### src/rtl/hdiv_pkg.sv
`timescale 1ns/1ps
package hdiv_pkg;

   // Period used when the select code is outside the menu (ratio 2).
   localparam int FALLBACK_TWICE = 4;

   // A code is legal if it is a half step up to the odd limit,
   // or an even code from the odd limit up to the maximum.
   function automatic logic ratio_legal(input int code, input int max_twice,
                                        input int max_odd);
      logic ok;
      ok = 1'b0;
      if (code >= 3 && code <= max_odd)
         ok = 1'b1;
      else if (code > max_odd && code <= max_twice && (code % 2) == 0)
         ok = 1'b1;
      return ok;
   endfunction

endpackage

### src/rtl/hdiv_ratio_decode.sv
`timescale 1ns/1ps
module hdiv_ratio_decode #(
   parameter int SEL_W         = 6,
   parameter int MAX_TWICE     = 32,
   parameter int MAX_ODD_TWICE = 15
) (
   input  logic [SEL_W-1:0] sel_code,
   output logic [SEL_W-1:0] period_twice,
   output logic             code_bad
);
   logic legal;

   always_comb begin
      legal        = hdiv_pkg::ratio_legal(int'(sel_code), MAX_TWICE, MAX_ODD_TWICE);
      period_twice = legal ? sel_code : SEL_W'(hdiv_pkg::FALLBACK_TWICE);
      code_bad     = !legal;
   end

endmodule

### src/rtl/hdiv_phase_gen.sv
`timescale 1ns/1ps
module hdiv_phase_gen #(
   parameter int SEL_W     = 6,
   parameter int MAX_TWICE = 32,
   parameter bit HIGH_FREQ = 1'b0
) (
   input  logic             clk,
   input  logic             rst,
   input  logic             lock,
   input  logic [SEL_W-1:0] period_new,
   output logic             shaped,
   output logic             edge_stb
);
   localparam int CNT_W = $clog2(MAX_TWICE);

   logic [SEL_W-1:0] period_act, period_nxt;
   logic [CNT_W-1:0] ph_cnt, ph_nxt;
   logic             running, wrap, q_pos;

   always_comb begin
      wrap       = running && (ph_cnt == CNT_W'(period_act - 1'b1));
      ph_nxt     = (!running || wrap) ? '0 : ph_cnt + 1'b1;
      period_nxt = (!running || wrap) ? period_new : period_act;
   end

   always_ff @(posedge clk or posedge rst) begin
      if (rst) begin
         running    <= 1'b0;
         ph_cnt     <= '0;
         period_act <= SEL_W'(hdiv_pkg::FALLBACK_TWICE);
         q_pos      <= 1'b0;
         edge_stb   <= 1'b0;
      end else if (!lock) begin
         running    <= 1'b0;
         ph_cnt     <= '0;
         period_act <= period_new;
         q_pos      <= 1'b0;
         edge_stb   <= 1'b0;
      end else begin
         running    <= 1'b1;
         ph_cnt     <= ph_nxt;
         period_act <= period_nxt;
         q_pos      <= SEL_W'(ph_nxt) < (period_nxt >> 1);
         edge_stb   <= (ph_nxt == '0);
      end
   end

   generate
      if (HIGH_FREQ) begin : g_floor_duty
         assign shaped = q_pos;
      end else begin : g_balanced_duty
         logic q_neg;
         always_ff @(negedge clk or posedge rst) begin
            if (rst)       q_neg <= 1'b0;
            else if (!lock) q_neg <= 1'b0;
            else           q_neg <= q_pos;
         end
         // Odd periods stretch the high phase by one half-cycle.
         assign shaped = q_pos | (q_neg & period_act[0]);
      end
   endgenerate

   p_cnt_in_range_r1: assert property (@(posedge clk) disable iff (rst)
      running |-> (SEL_W'(ph_cnt) < period_act));

   p_period_legal_r2: assert property (@(posedge clk) disable iff (rst)
      running |-> (period_act >= SEL_W'(3) && period_act <= SEL_W'(MAX_TWICE)));

   p_ratio_at_rise_r9: assert property (@(posedge clk) disable iff (rst)
      !$stable(period_act) |-> (ph_cnt == '0));

   p_unlock_clears_r8: assert property (@(posedge clk) disable iff (rst)
      !lock |=> (!running && !q_pos && !edge_stb));

   p_stb_single_r10: assert property (@(posedge clk) disable iff (rst)
      edge_stb |=> !edge_stb);

endmodule

### src/rtl/halfstep_clk_div.sv
`timescale 1ns/1ps
module halfstep_clk_div #(
   parameter int SEL_W         = 6,
   parameter int MAX_TWICE     = 32,
   parameter int MAX_ODD_TWICE = 15,
   parameter bit HIGH_FREQ     = 1'b0
) (
   input  logic             clk_2x_i,
   input  logic             rst_i,
   input  logic             lock_i,
   input  logic [SEL_W-1:0] ratio_sel_i,
   output logic             clk_div_o,
   output logic             rise_stb_o,
   output logic             sel_err_o
);
   initial begin
      assert (SEL_W >= $clog2(MAX_TWICE + 1))
         else $error("SEL_W too narrow for MAX_TWICE");
      assert (MAX_ODD_TWICE >= 3 && MAX_ODD_TWICE < MAX_TWICE && (MAX_ODD_TWICE % 2) == 1)
         else $error("MAX_ODD_TWICE must be odd, >= 3 and below MAX_TWICE");
   end

   logic [SEL_W-1:0] period_sel;
   logic             shaped, edge_stb;

   hdiv_ratio_decode #(
      .SEL_W(SEL_W), .MAX_TWICE(MAX_TWICE), .MAX_ODD_TWICE(MAX_ODD_TWICE)
   ) u_decode (
      .sel_code    (ratio_sel_i),
      .period_twice(period_sel),
      .code_bad    (sel_err_o)
   );

   hdiv_phase_gen #(
      .SEL_W(SEL_W), .MAX_TWICE(MAX_TWICE), .HIGH_FREQ(HIGH_FREQ)
   ) u_phase (
      .clk       (clk_2x_i),
      .rst       (rst_i),
      .lock      (lock_i),
      .period_new(period_sel),
      .shaped    (shaped),
      .edge_stb  (edge_stb)
   );

   // Lock gates the outputs combinationally so loss of lock stops them at once.
   assign clk_div_o  = shaped & lock_i;
   assign rise_stb_o = edge_stb & lock_i;

endmodule

### config.mk
export PLATFORM = sky130hd
export DESIGN_NAME = halfstep_clk_div
export DESIGN_NICKNAME = d
export VERILOG_FILES = /design/src/rtl/hdiv_pkg.sv /design/src/rtl/hdiv_ratio_decode.sv /design/src/rtl/hdiv_phase_gen.sv /design/src/rtl/halfstep_clk_div.sv
export SDC_FILE = /design/constraint.sdc
export NUM_CORES = 1
export LEC_CHECK = 0
export BUFFER_PORTS_ARGS = -buffer_cell sky130_fd_sc_hd__buf_2
export CAP_MARGIN = 20
export CORE_MARGIN = 2
export CORE_UTILIZATION = 64
export CTS_BUF_LIST = sky130_fd_sc_hd__clkbuf_4 sky130_fd_sc_hd__clkbuf_8
export DETAILED_ROUTE_END_ITERATION = 12
export PLACE_DENSITY = 0.95
export SLEW_MARGIN = 25
export SYNTH_ARGS = -nofsm -noshare
export SYNTH_HDL_FRONTEND = slang
export SYNTH_SLANG_ARGS = --single-unit
### constraint.sdc
create_clock -name clk_2x_i -period 4 [get_ports clk_2x_i]
set_input_delay 0.6 -clock clk_2x_i [delete_from_list [all_inputs] [get_ports clk_2x_i]]
set_output_delay 0.6 -clock clk_2x_i [all_outputs]
set_load 0.01 [all_outputs]
Word-level counts from Yosys, hierarchy flattened

Index checks and enable logic that the tools add are counted.

Input port bits: 9
Output and inout port bits: 3
Logic and storage cells: 40
Flip-flop bits (word level): 15

$add $sub $neg: 2
Multiplexer cells: 11
Bitwise logic cells: 4
Order comparisons: 5
Equal/unequal tests: 2
Reductions and logical operators: 9

Operators with widths:

| kind                                                              | count |
|---|---|
| logical NOT 32 bit                                                | 1 |
| two-way mux 6 bit                                                 | 3 |
| two-way mux 5 bit                                                 | 2 |
| greater-or-equal comparator 6 x 2 -> 1 bit, second input constant | 1 |
| greater-than comparator 6 x 4 -> 1 bit, second input constant     | 1 |
| less-or-equal comparator 6 x 4 -> 1 bit, second input constant    | 1 |
| less-or-equal comparator 6 bit, second input constant             | 1 |
| two-way mux 1 bit                                                 | 6 |
| adder 5 x 1 -> 5 bit, second input constant                       | 1 |
| == test 5 bit                                                     | 1 |
| logical NOT 5 bit                                                 | 1 |
| less-than comparator 5 bit                                        | 1 |
| subtractor 5 x 1 -> 5 bit, second input constant                  | 1 |
| logical AND 1 bit                                                 | 4 |
| bitwise AND 1 bit                                                 | 3 |
| logical NOT 1 bit                                                 | 2 |
| != test 2 x 1 -> 1 bit, second input constant                     | 1 |
| logical OR 1 bit                                                  | 1 |
| bitwise OR 1 bit                                                  | 1 |

Logic depth before layout (Yosys ltp)

Gate-level depths: netlist (run 1).

Depth in word-level cells: 9
Mapped depth: 13
Gate-level depth less buffers: 13

Hierarchy

Synthesis (run 1) repeated with hierarchy kept, for this count alone.

Cells, all modules: 105
Area total of the unflattened synthesis: 1082.3 µm²

By module, submodules not included:

| module            | area each (µm²) | instances | cells an instance |
|---|---|---|---|
| hdiv_phase_gen    | 928.4           | 1         | 83 |
| hdiv_ratio_decode | 141.4           | 1         | 20 |
| halfstep_clk_div  | 12.5            | 1         | 2 |

==> metrics.md, run 1 <==
| Metric | Value |
|---|---|
| Status | `finished clean` |
| Pre-Repair DR Iteration Count | `4` |
| Largest area contributor in the netlist | `dfrtp_1` |
| Syn_nets | `114` |
| Layout cells sized above 1 | `0.246` |
| Synth cell count leaders | `dfrtp_1, nor2_1, inv_1` |
| CTS clk-pin slew, worst paths | `0.08 ns` |
| Hpwl dp | `1530 um` |
| H-tree levels | `1` |
| CP endpoint kind | `output pin` |
| Core Region | `1510 sq um` |
| Post-synth cell types | `40` |
| Die outline width | `44.0 um` |
| Final Max Tran Viols | `0` |
| Post-synthesis simple-gate area fraction | `0.207` |
| Die area | `1940 sq um` |
| CTS sink cnt | `15` |
| Synth Cell Area | `1030 sq um` |
| Max-slew headroom | `0.523` |
| Ys Warns | `0` |
| WS Path Type | `flip-flop to output pin` |
| Port buffer count | `11` |
| Post-synth EDFFs | `0` |
| Area delta synth->final | `9.15%` |
| Crit path cell chain | `a21oi_1 -> nor2b_1 -> buf_2` |
| Avg Cell Area, Syn | `10.3 sq um` |
| Worst Path Arrival | `2.97 ns` |
| Final-stage net count | `129` |
| Cts repair resizes | `0` |
| Detailed-route via count | `778` |
| Critical path startpoint category | `flip-flop` |
| Non-Filler Instances | `130` |
| # DRC | `0` |
| Power per cell area | `292 nW/um^2` |
| Largest family of logic cells by synthesized area | `simple AND/OR/NAND/NOR gates` |
| GRT Overall Usage | `0.221` |
| Seq/Total Area, Yosys | `0.367` |
| Hold Buf Count CTS | `0` |
| Die height | `44.0 um` |
| Slew @ Worst Pin | `0.698 ns` |
| Skew-Pair Late Insertion Delay | `0.28 ns` |
| Mapped Cells | `100` |
| Initial antenna violation count | `0` |
| Post-synth top flop | `dfrtp_1` |
| Seq cells post-synth | `15` |
| Detailed-route wire length per cell | `14.2 um` |
| IR drop worst, VDD | `0.160 mV` |
| Synth Area in Compound Gates | `0.120` |
| RSZ-0062 raised after global routing | `no` |
| Fillers | `108` |
| TritonCTS Buffers | `3` |
| Worst hold path class | `input port to asynchronous set/reset pin` |
| CTS root buf | `clkbuf_4` |
| Xor and xnor fraction of the mapped netlist area | `0.0854` |
| Initial core utilization | `0.681` |
| Gp weighted congestion | `0.806` |
| Max Cap Viol | `0` |
| Setup-failing EPs final | `0` |
| Leakage | `0.528 nW` |
| DRT antenna net count | `0` |
| Area share of the largest cell type after synthesis | `0.317` |
| Slowest stage delay, CP | `0.40 ns` |
| I/O pins | `12` |
| CTS tree | `done` |
| Hold Violations, Final | `0` |
| Iter 0 DRT Violations | `8` |
| CP max FO | `1` |
| Crit-path slowest cell | `dfrtn_1` |
| Total gr overflow | `0` |
| Mux share of post-synthesis cell area | `0.120` |
| Final WL | `1850 um` |
| Count leader, synth | `dfrtp_1` |
| Diodes inserted | `0` |
| Setup Fix Bufs, Post-CTS | `0` |
| Synth top area cells | `dfrtp_1, ha_1, mux2_4` |
| Placed cell count | `126` |
| DR vias/cell | `5.98` |
| CP Data Required Time | `3.40 ns` |
| Final Skew | `0.00700 ns` |
| Cell Rows | `14` |
| Async SR Flop Fraction | `1.00` |
| Vias in the first global route | `716` |
| First-pass GRT wire length | `3080 um` |
| Clk buf depth | `2` |
| Setup TNS | `0 ns` |
| Post-synthesis adder-cell area fraction | `0.0610` |
| Largest net degree at the start of global routing | `16` |
[layout by cell type, fill, tap and decap left out, types with 2 or more instances in the layout]
cell type  netlist  routed
a211oi_1         2       2
a21oi_1          2       2
and2_1           4       4
buf_2            0      11
clkbuf_4         0       4
dfrtp_1         13      13
ha_1             5       5
inv_1            6       6
mux2_2           2       2
mux2_4           4       4
mux2i_1          4       4
nand2b_1         4       4
nand3_1          2       2
nor2_1          11      11
nor2b_1          2       2
nor3_1           2       2
nor4_1           2       2
o211ai_1         2       2
o21ai_0          2       2
xnor2_1          5       5
xor2_1           5       5
[metrics by stage]
| step | utilization | total power, mW | setup WS (ns) | cell area, sq um | hold WS [ns] |
|---|---|---|---|---|---|
| 6_report | 0.743 | 0.327 | 0.425 | 1120 | 0.299 |
| 5_1_grt | 0.743 | 0.343 | 0.350 | 1120 | 0.329 |
| 4_1_cts | 0.743 | 0.329 | 0.423 | 1120 | 0.298 |
| 3_5_place_dp | 0.723 | 0.241 | 0.732 | 1090 | 0.513 |
| 3_3_place_gp | 0.723 | 0.237 | 0.756 | 1090 | 0.494 |
| 2_1_floorplan | - | 0.221 | 0.788 | 1030 | 0.480 |
[kinds of logic after synthesis]
group | after synthesis
xor+xnor | 10
simple gates | 36
buf+inv | 8
fa+ha+maj | 5
compound gates | 16
mux | 10
flops | 15
[state kept, by name, summed over array words and instances, names as in the netlist]
name                           count
u_phase.q_pos                      1
u_phase.running                    1
u_phase.g_balanced_duty.q_neg      1
u_phase.edge_stb                   1
u_phase.period_act                 6
u_phase.ph_cnt                     5
[metal layers]
layer  track usage  vias up  part of all wire  routed length (um)
met3        0.0367        5             0.022                  41
met5             0        -                 0                   0
met4        0.0909        0             0.017                  31
met2         0.368       13              0.51                 946
li1              -      390                 -                   -
met1         0.286      370              0.45                 831
[critical path: cells and delay by family (launching register included)]
| kind | cells | cell delay [ns] |
|---|---|---|
| and+or+nand+nor | 1 | 0.10 |
| DFF | 1 | 0.40 |
| AOI/OAI and AO/OA | 1 | 0.06 |
| buffers and inverters | 1 | 0.13 |
[layout make-up]
cell class              count  area, sq um  share of cell area
clock buffers               4         30.0              0.0268
inverters                   6         22.5              0.0201
multi-input cells          77          608               0.543
flip-flops and latches     15          377               0.336
well taps                  16         20.0              0.0179
repair buffers             12         62.6              0.0559
[final timing paths]
kind	slack (ns)	cells past startpoint	start	end
worst min-delay path	0.30	3	rst_i	u_phase.q_pos
worst min register to register	0.53	1	u_phase.period_act[5]	u_phase.period_act[5]
max in group asynchronous	1.62	3	rst_i	u_phase.g_balanced_duty.q_neg
min in group clk_2x_i	0.51	1	lock_i	u_phase.running
worst max-delay path	0.43	3	u_phase.g_balanced_duty.q_neg	clk_div_o
worst max register to register	1.17	13	u_phase.period_act[0]	u_phase.q_pos
[power by group]
group	switching (mW)	total [mW]	internal [mW]
Sequential	0.00876	0.170	0.161
Combinational	0.0345	0.0677	0.0332
Clock	0.0439	0.0894	0.0455
No activity file was read; power rests on OpenSTA's default activity.
==> inputs of run 2 (changes only) <==
CORE_UTILIZATION = 60   (was 64)
CTS_BUF_LIST = not set   (was sky130_fd_sc_hd__clkbuf_4 sky130_fd_sc_hd__clkbuf_8)
PLACE_DENSITY = 0.92   (was 0.95)
SLEW_MARGIN = 20   (was 25)
==> run 2 against run 1 <==
  * Wire length rose by 3.7%
  * Global-route usage rose by 0.66 points
  * Cell area fell by 0.22%
  * Critical path depth did not move
  * First-iteration DRC count rose by 13%
  * Clock-buffer cell count fell by 1
  * Via count rose by 1.9%
  * Register-to-register slack got worse by 0.06 ns
  * Sequential share of layout area rose by 0.075 points
  * Power fell by 0.27%
  * Hold slack got worse by 0.0057 ns
  * Non-clock buffer count did not move
==> metrics.md, run 2 (synthesis gave the netlist of run 1 again) <==
| Metric | Value |
|---|---|
| P_int | `0.232 mW (-3.4%)` |
| Final WL | `1920 um (+3.7%)` |
| Most frequent cells in the layout | `dfrtp_1, nor2_1, buf_2` |
| Layout cells sized above 1 | `0.246 (unchanged)` |
| Multi-input gate area | `608 sq um (unchanged)` |
| Iter 0 DRT Violations | `9 (+1)` |
| IR drop worst, VDD | `0.229 mV (+43%)` |
| Power per cell area | `292 nW/um^2 (about the same)` |
| Slowest stage delay, CP | `0.39 ns (about the same)` |
| CP Data Required Time | `3.40 ns (about the same)` |
| Reg with most FFs | `u_phase.period_act` |
| Vias in the first global route | `782 (+9.2%)` |
| Status | `finished clean` |
| Die height | `45.4 um (+3.0%)` |
| CTS sink cnt | `15 (unchanged)` |
| Diodes inserted | `0 (unchanged)` |
| NetSw | `0.0945 mW (+8.4%)` |
| Max-slew headroom | `0.545 (+0.0221)` |
| Slew @ Worst Pin | `0.666 ns (-0.0323 ns)` |
| Number of flip-flops in the largest register | `6 (unchanged)` |
| DR vias/cell | `6.10 (+1.9%)` |
| Largest net degree at the start of global routing | `16 (unchanged)` |
| Skew-Pair Late Insertion Delay | `0.29 ns (about the same)` |
| Critical path startpoint category | `flip-flop` |
| Grt met1 use | `0.251 (-0.0358)` |
| Gp weighted congestion | `0.776 (-3.7%)` |
| Met2 Use GR | `0.386 (+0.0181)` |
| CTS tree | `done` |
| Setup ws final | `0.405 ns (-0.0206 ns)` |
| Total gr overflow | `0 (unchanged)` |
| Top delay family on crit path | `flip-flops` |
| Hpwl dp | `1480 um (-3.1%)` |
| Initial core utilization | `0.658 (-0.0230)` |
| First-pass GRT wire length | `3200 um (+3.8%)` |
| H-tree levels | `1 (unchanged)` |
| Buf/Inv on CP | `1 (unchanged)` |
| Area delta synth->final | `8.90%` |
| Leakage | `0.528 nW (-0.13%)` |
| Met3 usage | `0.0480 (+0.0113)` |
| Hold Buf Count CTS | `0 (unchanged)` |
| Core Region | `1560 sq um (+3.5%)` |
| Final Max Tran Viols | `0 (unchanged)` |
| Initial antenna violation count | `0 (unchanged)` |
| Cell Rows | `14 (unchanged)` |
| CP max FO | `1 (unchanged)` |
| Fillers | `114 (+5.6%)` |
| CTS root buf | `clkbuf_4` |
| CTS clk-pin slew, worst paths | `0.09 ns (about the same)` |
| WS Path Type | `flip-flop to output pin` |
| Sw Share | `0.290 (+0.0231)` |
| Setup-failing EPs final | `0 (unchanged)` |
| Final-stage net count | `129 (unchanged)` |
| Die area | `2060 sq um (+6.0%)` |
| Final Skew | `0.00444 ns (-0.00256 ns)` |
| RSZ-0062 raised after global routing | `no` |
| Combinational Power Share | `0.210 (+0.003)` |
| Detailed-route wire length per cell | `14.8 um (+3.7%)` |
| Pre-Repair DR Iteration Count | `4 (unchanged)` |
| Worst Path Arrival | `3.00 ns (+0.03 ns)` |
| Worst hold path class | `input port to asynchronous set/reset pin` |
| Commonest non-fill, non-tap cell in the layout | `dfrtp_1` |
| GRT Overall Usage | `0.227 (+0.00657)` |
| FF+latch area | `377 sq um (unchanged)` |
| Port buffer count | `11 (unchanged)` |
| TritonCTS Buffers | `3 (unchanged)` |
| Flop pwr share | `0.522 (+0.002)` |
| I/O pins | `12 (unchanged)` |
| Max Cap Viol | `0 (unchanged)` |
| Detailed-route via count | `793 (+1.9%)` |
| Crit path cell chain | `a21oi_1 -> nor2b_1 -> buf_2` |
| CP endpoint kind | `output pin` |
| Post-Place Setup Slack | `0.722 ns (-0.0102 ns)` |
| Clock power frac | `0.268 (-0.005)` |
| Setup Fix Bufs, Post-CTS | `0 (unchanged)` |
| GR peak layer | `met2` |
| Layout Utilization | `0.717 (-0.0267)` |
| Die outline width | `45.4 um (+3.0%)` |
| DRT antenna net count | `0 (unchanged)` |
| Biggest regs | `u_phase.period_act (6), u_phase.ph_cnt (5)` |
| # DRC | `0 (unchanged)` |
| Cts repair resizes | `0 (unchanged)` |
| Setup TNS | `0 ns (unchanged)` |
| Hold Violations, Final | `0 (unchanged)` |
| Crit-path slowest cell | `dfrtn_1` |
| Clk buf depth | `2 (unchanged)` |
run 2: cell types whose count changed in the layout (fill, tap and decap cells not counted), sizes merged:
cell,before,now
clkbuf,4,3
clkinv,0,1
run 2: final cells by class:
| class | count | area share |
|---|---|---|
| multi-input cells | 77 | 0.544 |
| flip-flops and latches | 15 | 0.337 |
| repair buffers | 12 | 0.0560 |
| clock buffers | 3 | 0.0202 |
| inverters | 6 | 0.0202 |
| well taps | 16 | 0.0179 |
| clock inverters | 1 | 0.00448 |
run 2: stage by stage:
stage | std cells | power, mW | hold slack (ns) | cell area (sq um)
5_1_grt | 130 | 0.342 | 0.316 | 1120
6_report | 130 | 0.326 | 0.293 | 1120
4_1_cts | 130 | 0.327 | 0.294 | 1120
2_1_floorplan | 100 | 0.221 | 0.480 | 1030
3_3_place_gp | 126 | 0.237 | 0.492 | 1090
3_5_place_dp | 126 | 0.241 | 0.511 | 1090
run 2: worst paths after layout:
kind	startpoint	end	slack, ns	cells after the start
worst min-delay path	rst_i	u_phase.period_act[5]	0.29	3
worst max register to register	u_phase.period_act[0]	u_phase.q_pos	1.11	12
min in group clk_2x_i	lock_i	u_phase.running	0.51	1
worst max-delay path	u_phase.g_balanced_duty.q_neg	clk_div_o	0.40	3
max in group asynchronous	rst_i	u_phase.g_balanced_duty.q_neg	1.62	3
worst min register to register	u_phase.period_act[5]	u_phase.period_act[5]	0.53	1
run 2: metal layers:
metal	vias up	share of wire
met3	8	0.042
met4	0	0.041
li1	385	-
met5	-	0
met2	24	0.48
met1	376	0.44
run 2: power groups by stage:
stage               logic (mW)  clock network (mW)  registers [mW]
floorplan               0.0513                   0           0.170
global placement        0.0654                   0           0.172
detailed placement      0.0682                   0           0.173
CTS                     0.0689              0.0880           0.170
global route            0.0755              0.0947           0.172
finish                  0.0686              0.0873           0.170
run 2: tightest hold or removal path: stages:
cell and delay, ns:
buf_2 0.09, inv_1 0.04, buf_4 0.21
==> inputs of run 3 (changes only) <==
CORE_UTILIZATION = 51   (was 60)
PLACE_DENSITY = 0.84   (was 0.92)
clock period = 3.3 ns   (was 4 ns; I/O delays follow)
==> run 3 against run 2 <==
  * Worst setup slack worse by 0.22 ns
  * Sequential power grew 21%
  * Utilization fell by 13 points
  * Non-clock buffer count stayed put
  * Clock skew down 0.0011 ns
  * Combinational power increased by 22%
  * Critical path type unchanged
==> metrics.md, run 3 (synthesis gave the netlist of run 1 again) <==
| Metric | Value |
|---|---|
| Status | `finished clean` |
| Stages on worst setup path | `3 (unchanged)` |
| Port buffer count | `11 (unchanged)` |
| Max Cap Viol | `0 (unchanged)` |
| Placed inst area | `1100 sq um (+1.3%)` |
| Skew-Pair Late Insertion Delay | `0.29 ns (about the same)` |
| IR drop worst, VDD | `0.267 mV (+17%)` |
| Hold Buf Count CTS | `0 (unchanged)` |
| First-pass GRT wire length | `3480 um (+8.8%)` |
| DRT antenna net count | `0 (unchanged)` |
| H-tree levels | `1 (unchanged)` |
| Iter 0 DRT Violations | `17 (+8)` |
| Layout Utilization | `0.589 (-0.128)` |
| Met2 WL | `1090 um (+19%)` |
| Number of flip-flops in the largest register | `6 (unchanged)` |
| Final WL | `2030 um (+5.6%)` |
| Cell Rows | `16 (+2)` |
| GRT Overall Usage | `0.193 (-0.0345)` |
| Detailed-route wire length per cell | `14.4 um (-2.6%)` |
| Slew @ Worst Pin | `0.745 ns (+0.0792 ns)` |
| Slowest stage delay, CP | `0.39 ns (about the same)` |
| Vias in the first global route | `817 (+4.5%)` |
| Diodes inserted | `0 (unchanged)` |
| Final instance area | `1130 sq um (+1.2%)` |
| Beginning of the worst register-to-register path | `u_phase.period_act[0]` |
| Flop pwr share | `0.523 (about the same)` |
| Most frequent cells in the layout | `dfrtp_1, nor2_1, buf_2` |
| RR Endpoint | `u_phase.q_pos` |
| Die height | `48.9 um (+7.7%)` |
| Sw Share | `0.287 (-0.00275)` |
| Setup TNS | `0 ns (unchanged)` |
| Initial core utilization | `0.534 (-0.124)` |
| Met3 wire len | `48 um (-41%)` |
| Final Max Tran Viols | `0 (unchanged)` |
| Crit path cell chain | `a21oi_1 -> nor2b_1 -> buf_2` |
| # DRC | `0 (unchanged)` |
| Cts repair resizes | `0 (unchanged)` |
| P_int | `0.281 mW (+21%)` |
| Final-stage net count | `129 (unchanged)` |
| Initial antenna violation count | `0 (unchanged)` |
| Hold Violations, Final | `0 (unchanged)` |
| Placed cell count | `137 (+8.7%)` |
| Gp weighted congestion | `0.807 (+4.0%)` |
| Hpwl dp | `1620 um (+9.4%)` |
| Setup Fix Bufs, Post-CTS | `0 (unchanged)` |
| Buf/Inv on CP | `1 (unchanged)` |
| Power per cell area | `348 nW/um^2 (+19%)` |
| Reg with most FFs | `u_phase.period_act` |
| CP max FO | `1 (unchanged)` |
| Non-Filler Instances | `141 (+8.5%)` |
| Worst Path Arrival | `2.62 ns (-0.38 ns)` |
| Post-Place Setup Slack | `0.396 ns (-0.326 ns)` |
| Worst hold path class | `input port to asynchronous set/reset pin` |
| Clock power frac | `0.264 (-0.004)` |
| Leakage | `0.528 nW (unchanged)` |
| Critical path startpoint category | `flip-flop` |
| Top delay family on crit path | `flip-flops` |
| CP endpoint kind | `output pin` |
| Die outline width | `48.9 um (+7.7%)` |
| Total power draw | `0.394 mW (+21%)` |
| Die area | `2390 sq um (+16%)` |
| Hold WS | `0.197 ns (-0.0960 ns)` |
| CTS clk-pin slew, worst paths | `0.09 ns (about the same)` |
| RSZ-0062 raised after global routing | `no` |
| Metal-1 WL | `855 um (+1.7%)` |
| I/O pins | `12 (unchanged)` |
| NetSw | `0.113 mW (+20%)` |
| Max-slew headroom | `0.491 (-0.0542)` |
| Total gr overflow | `0 (unchanged)` |
| Detailed-route via count | `782 (-1.4%)` |
| Worst Reg2Reg Path Length in Cells | `12 (unchanged)` |
| Worst Setup EP | `clk_div_o` |
| Commonest non-fill, non-tap cell in the layout | `dfrtp_1` |
| Clk buf depth | `2 (unchanged)` |
| Setup ws final | `0.180 ns (-0.224 ns)` |
| Area delta synth->final | `10.2%` |
| CTS tree | `done` |
| CP Launch Point | `u_phase.g_balanced_duty.q_neg` |
| Biggest regs | `u_phase.period_act (6), u_phase.ph_cnt (5)` |
| Core Region | `1920 sq um (+23%)` |
| Combinational Power Share | `0.212 (+0.002)` |
| Reg-to-reg slack, setup | `0.34 ns (-0.77 ns)` |
| TritonCTS Buffers | `3 (unchanged)` |
| CTS root buf | `clkbuf_4` |
| WS Path Type | `flip-flop to output pin` |
| Top Layer Used | `met4` |
| CTS sink cnt | `15 (unchanged)` |
| Crit-path slowest cell | `dfrtn_1` |
| Final Skew | `0.00336 ns (-0.00108 ns)` |
| Pre-Repair DR Iteration Count | `4 (unchanged)` |
| Setup-failing EPs final | `0 (unchanged)` |
| DR vias/cell | `5.55 (-9.1%)` |
| CP Data Required Time | `2.80 ns (-0.60 ns)` |
| Layout cells sized above 1 | `0.246 (unchanged)` |
| Fillers | `183 (+61%)` |
| Largest net degree at the start of global routing | `16 (unchanged)` |
==> run 3: cell counts in the layout (fill, tap and decap cells not counted) <==
Identical to the previous run, type by type.
==> run 3: worst min-delay path by stage <==
stage,start,end,slack [ns],cells after the start
floorplan,rst_i,u_phase.edge_stb,0.40,1
global placement,rst_i,u_phase.edge_stb,0.49,3
detailed placement,rst_i,u_phase.edge_stb,0.51,3
CTS,rst_i,u_phase.ph_cnt[4],0.21,3
global route,rst_i,u_phase.ph_cnt[0],0.22,3
finish,rst_i,u_phase.ph_cnt[4],0.20,3
==> run 3: tightest hold or removal path: cells and delay by family <==
family | cells | cell delay [ns]
buf+inv | 3 | 0.36
==> run 3: power by group through the flow <==
stage | sequential, mW | combinational [mW] | clock [mW]
after floorplan | 0.206 | 0.0622 | 0
after global placement | 0.209 | 0.0792 | 0
after detailed placement | 0.210 | 0.0837 | 0
after CTS | 0.206 | 0.0845 | 0.104
after global routing | 0.208 | 0.0940 | 0.114
final | 0.206 | 0.0835 | 0.104
==> run 3: metal layers <==
metal  vias to the layer above  global-route usage
met5                         -                   0
met4                         0              0.0810
met3                         7              0.0276
met2                        19               0.361
met1                       372               0.217
li1                        384                   -
==> run 3: area by class of cell <==
cell class	count	area [sq um]	share of cell area
multi-input cells	77	608	0.538
flip-flops and latches	15	377	0.333
well taps	27	33.8	0.0299
repair buffers	12	62.6	0.0553
clock inverters	1	5.00	0.00442
inverters	6	22.5	0.0199
clock buffers	3	22.5	0.0199
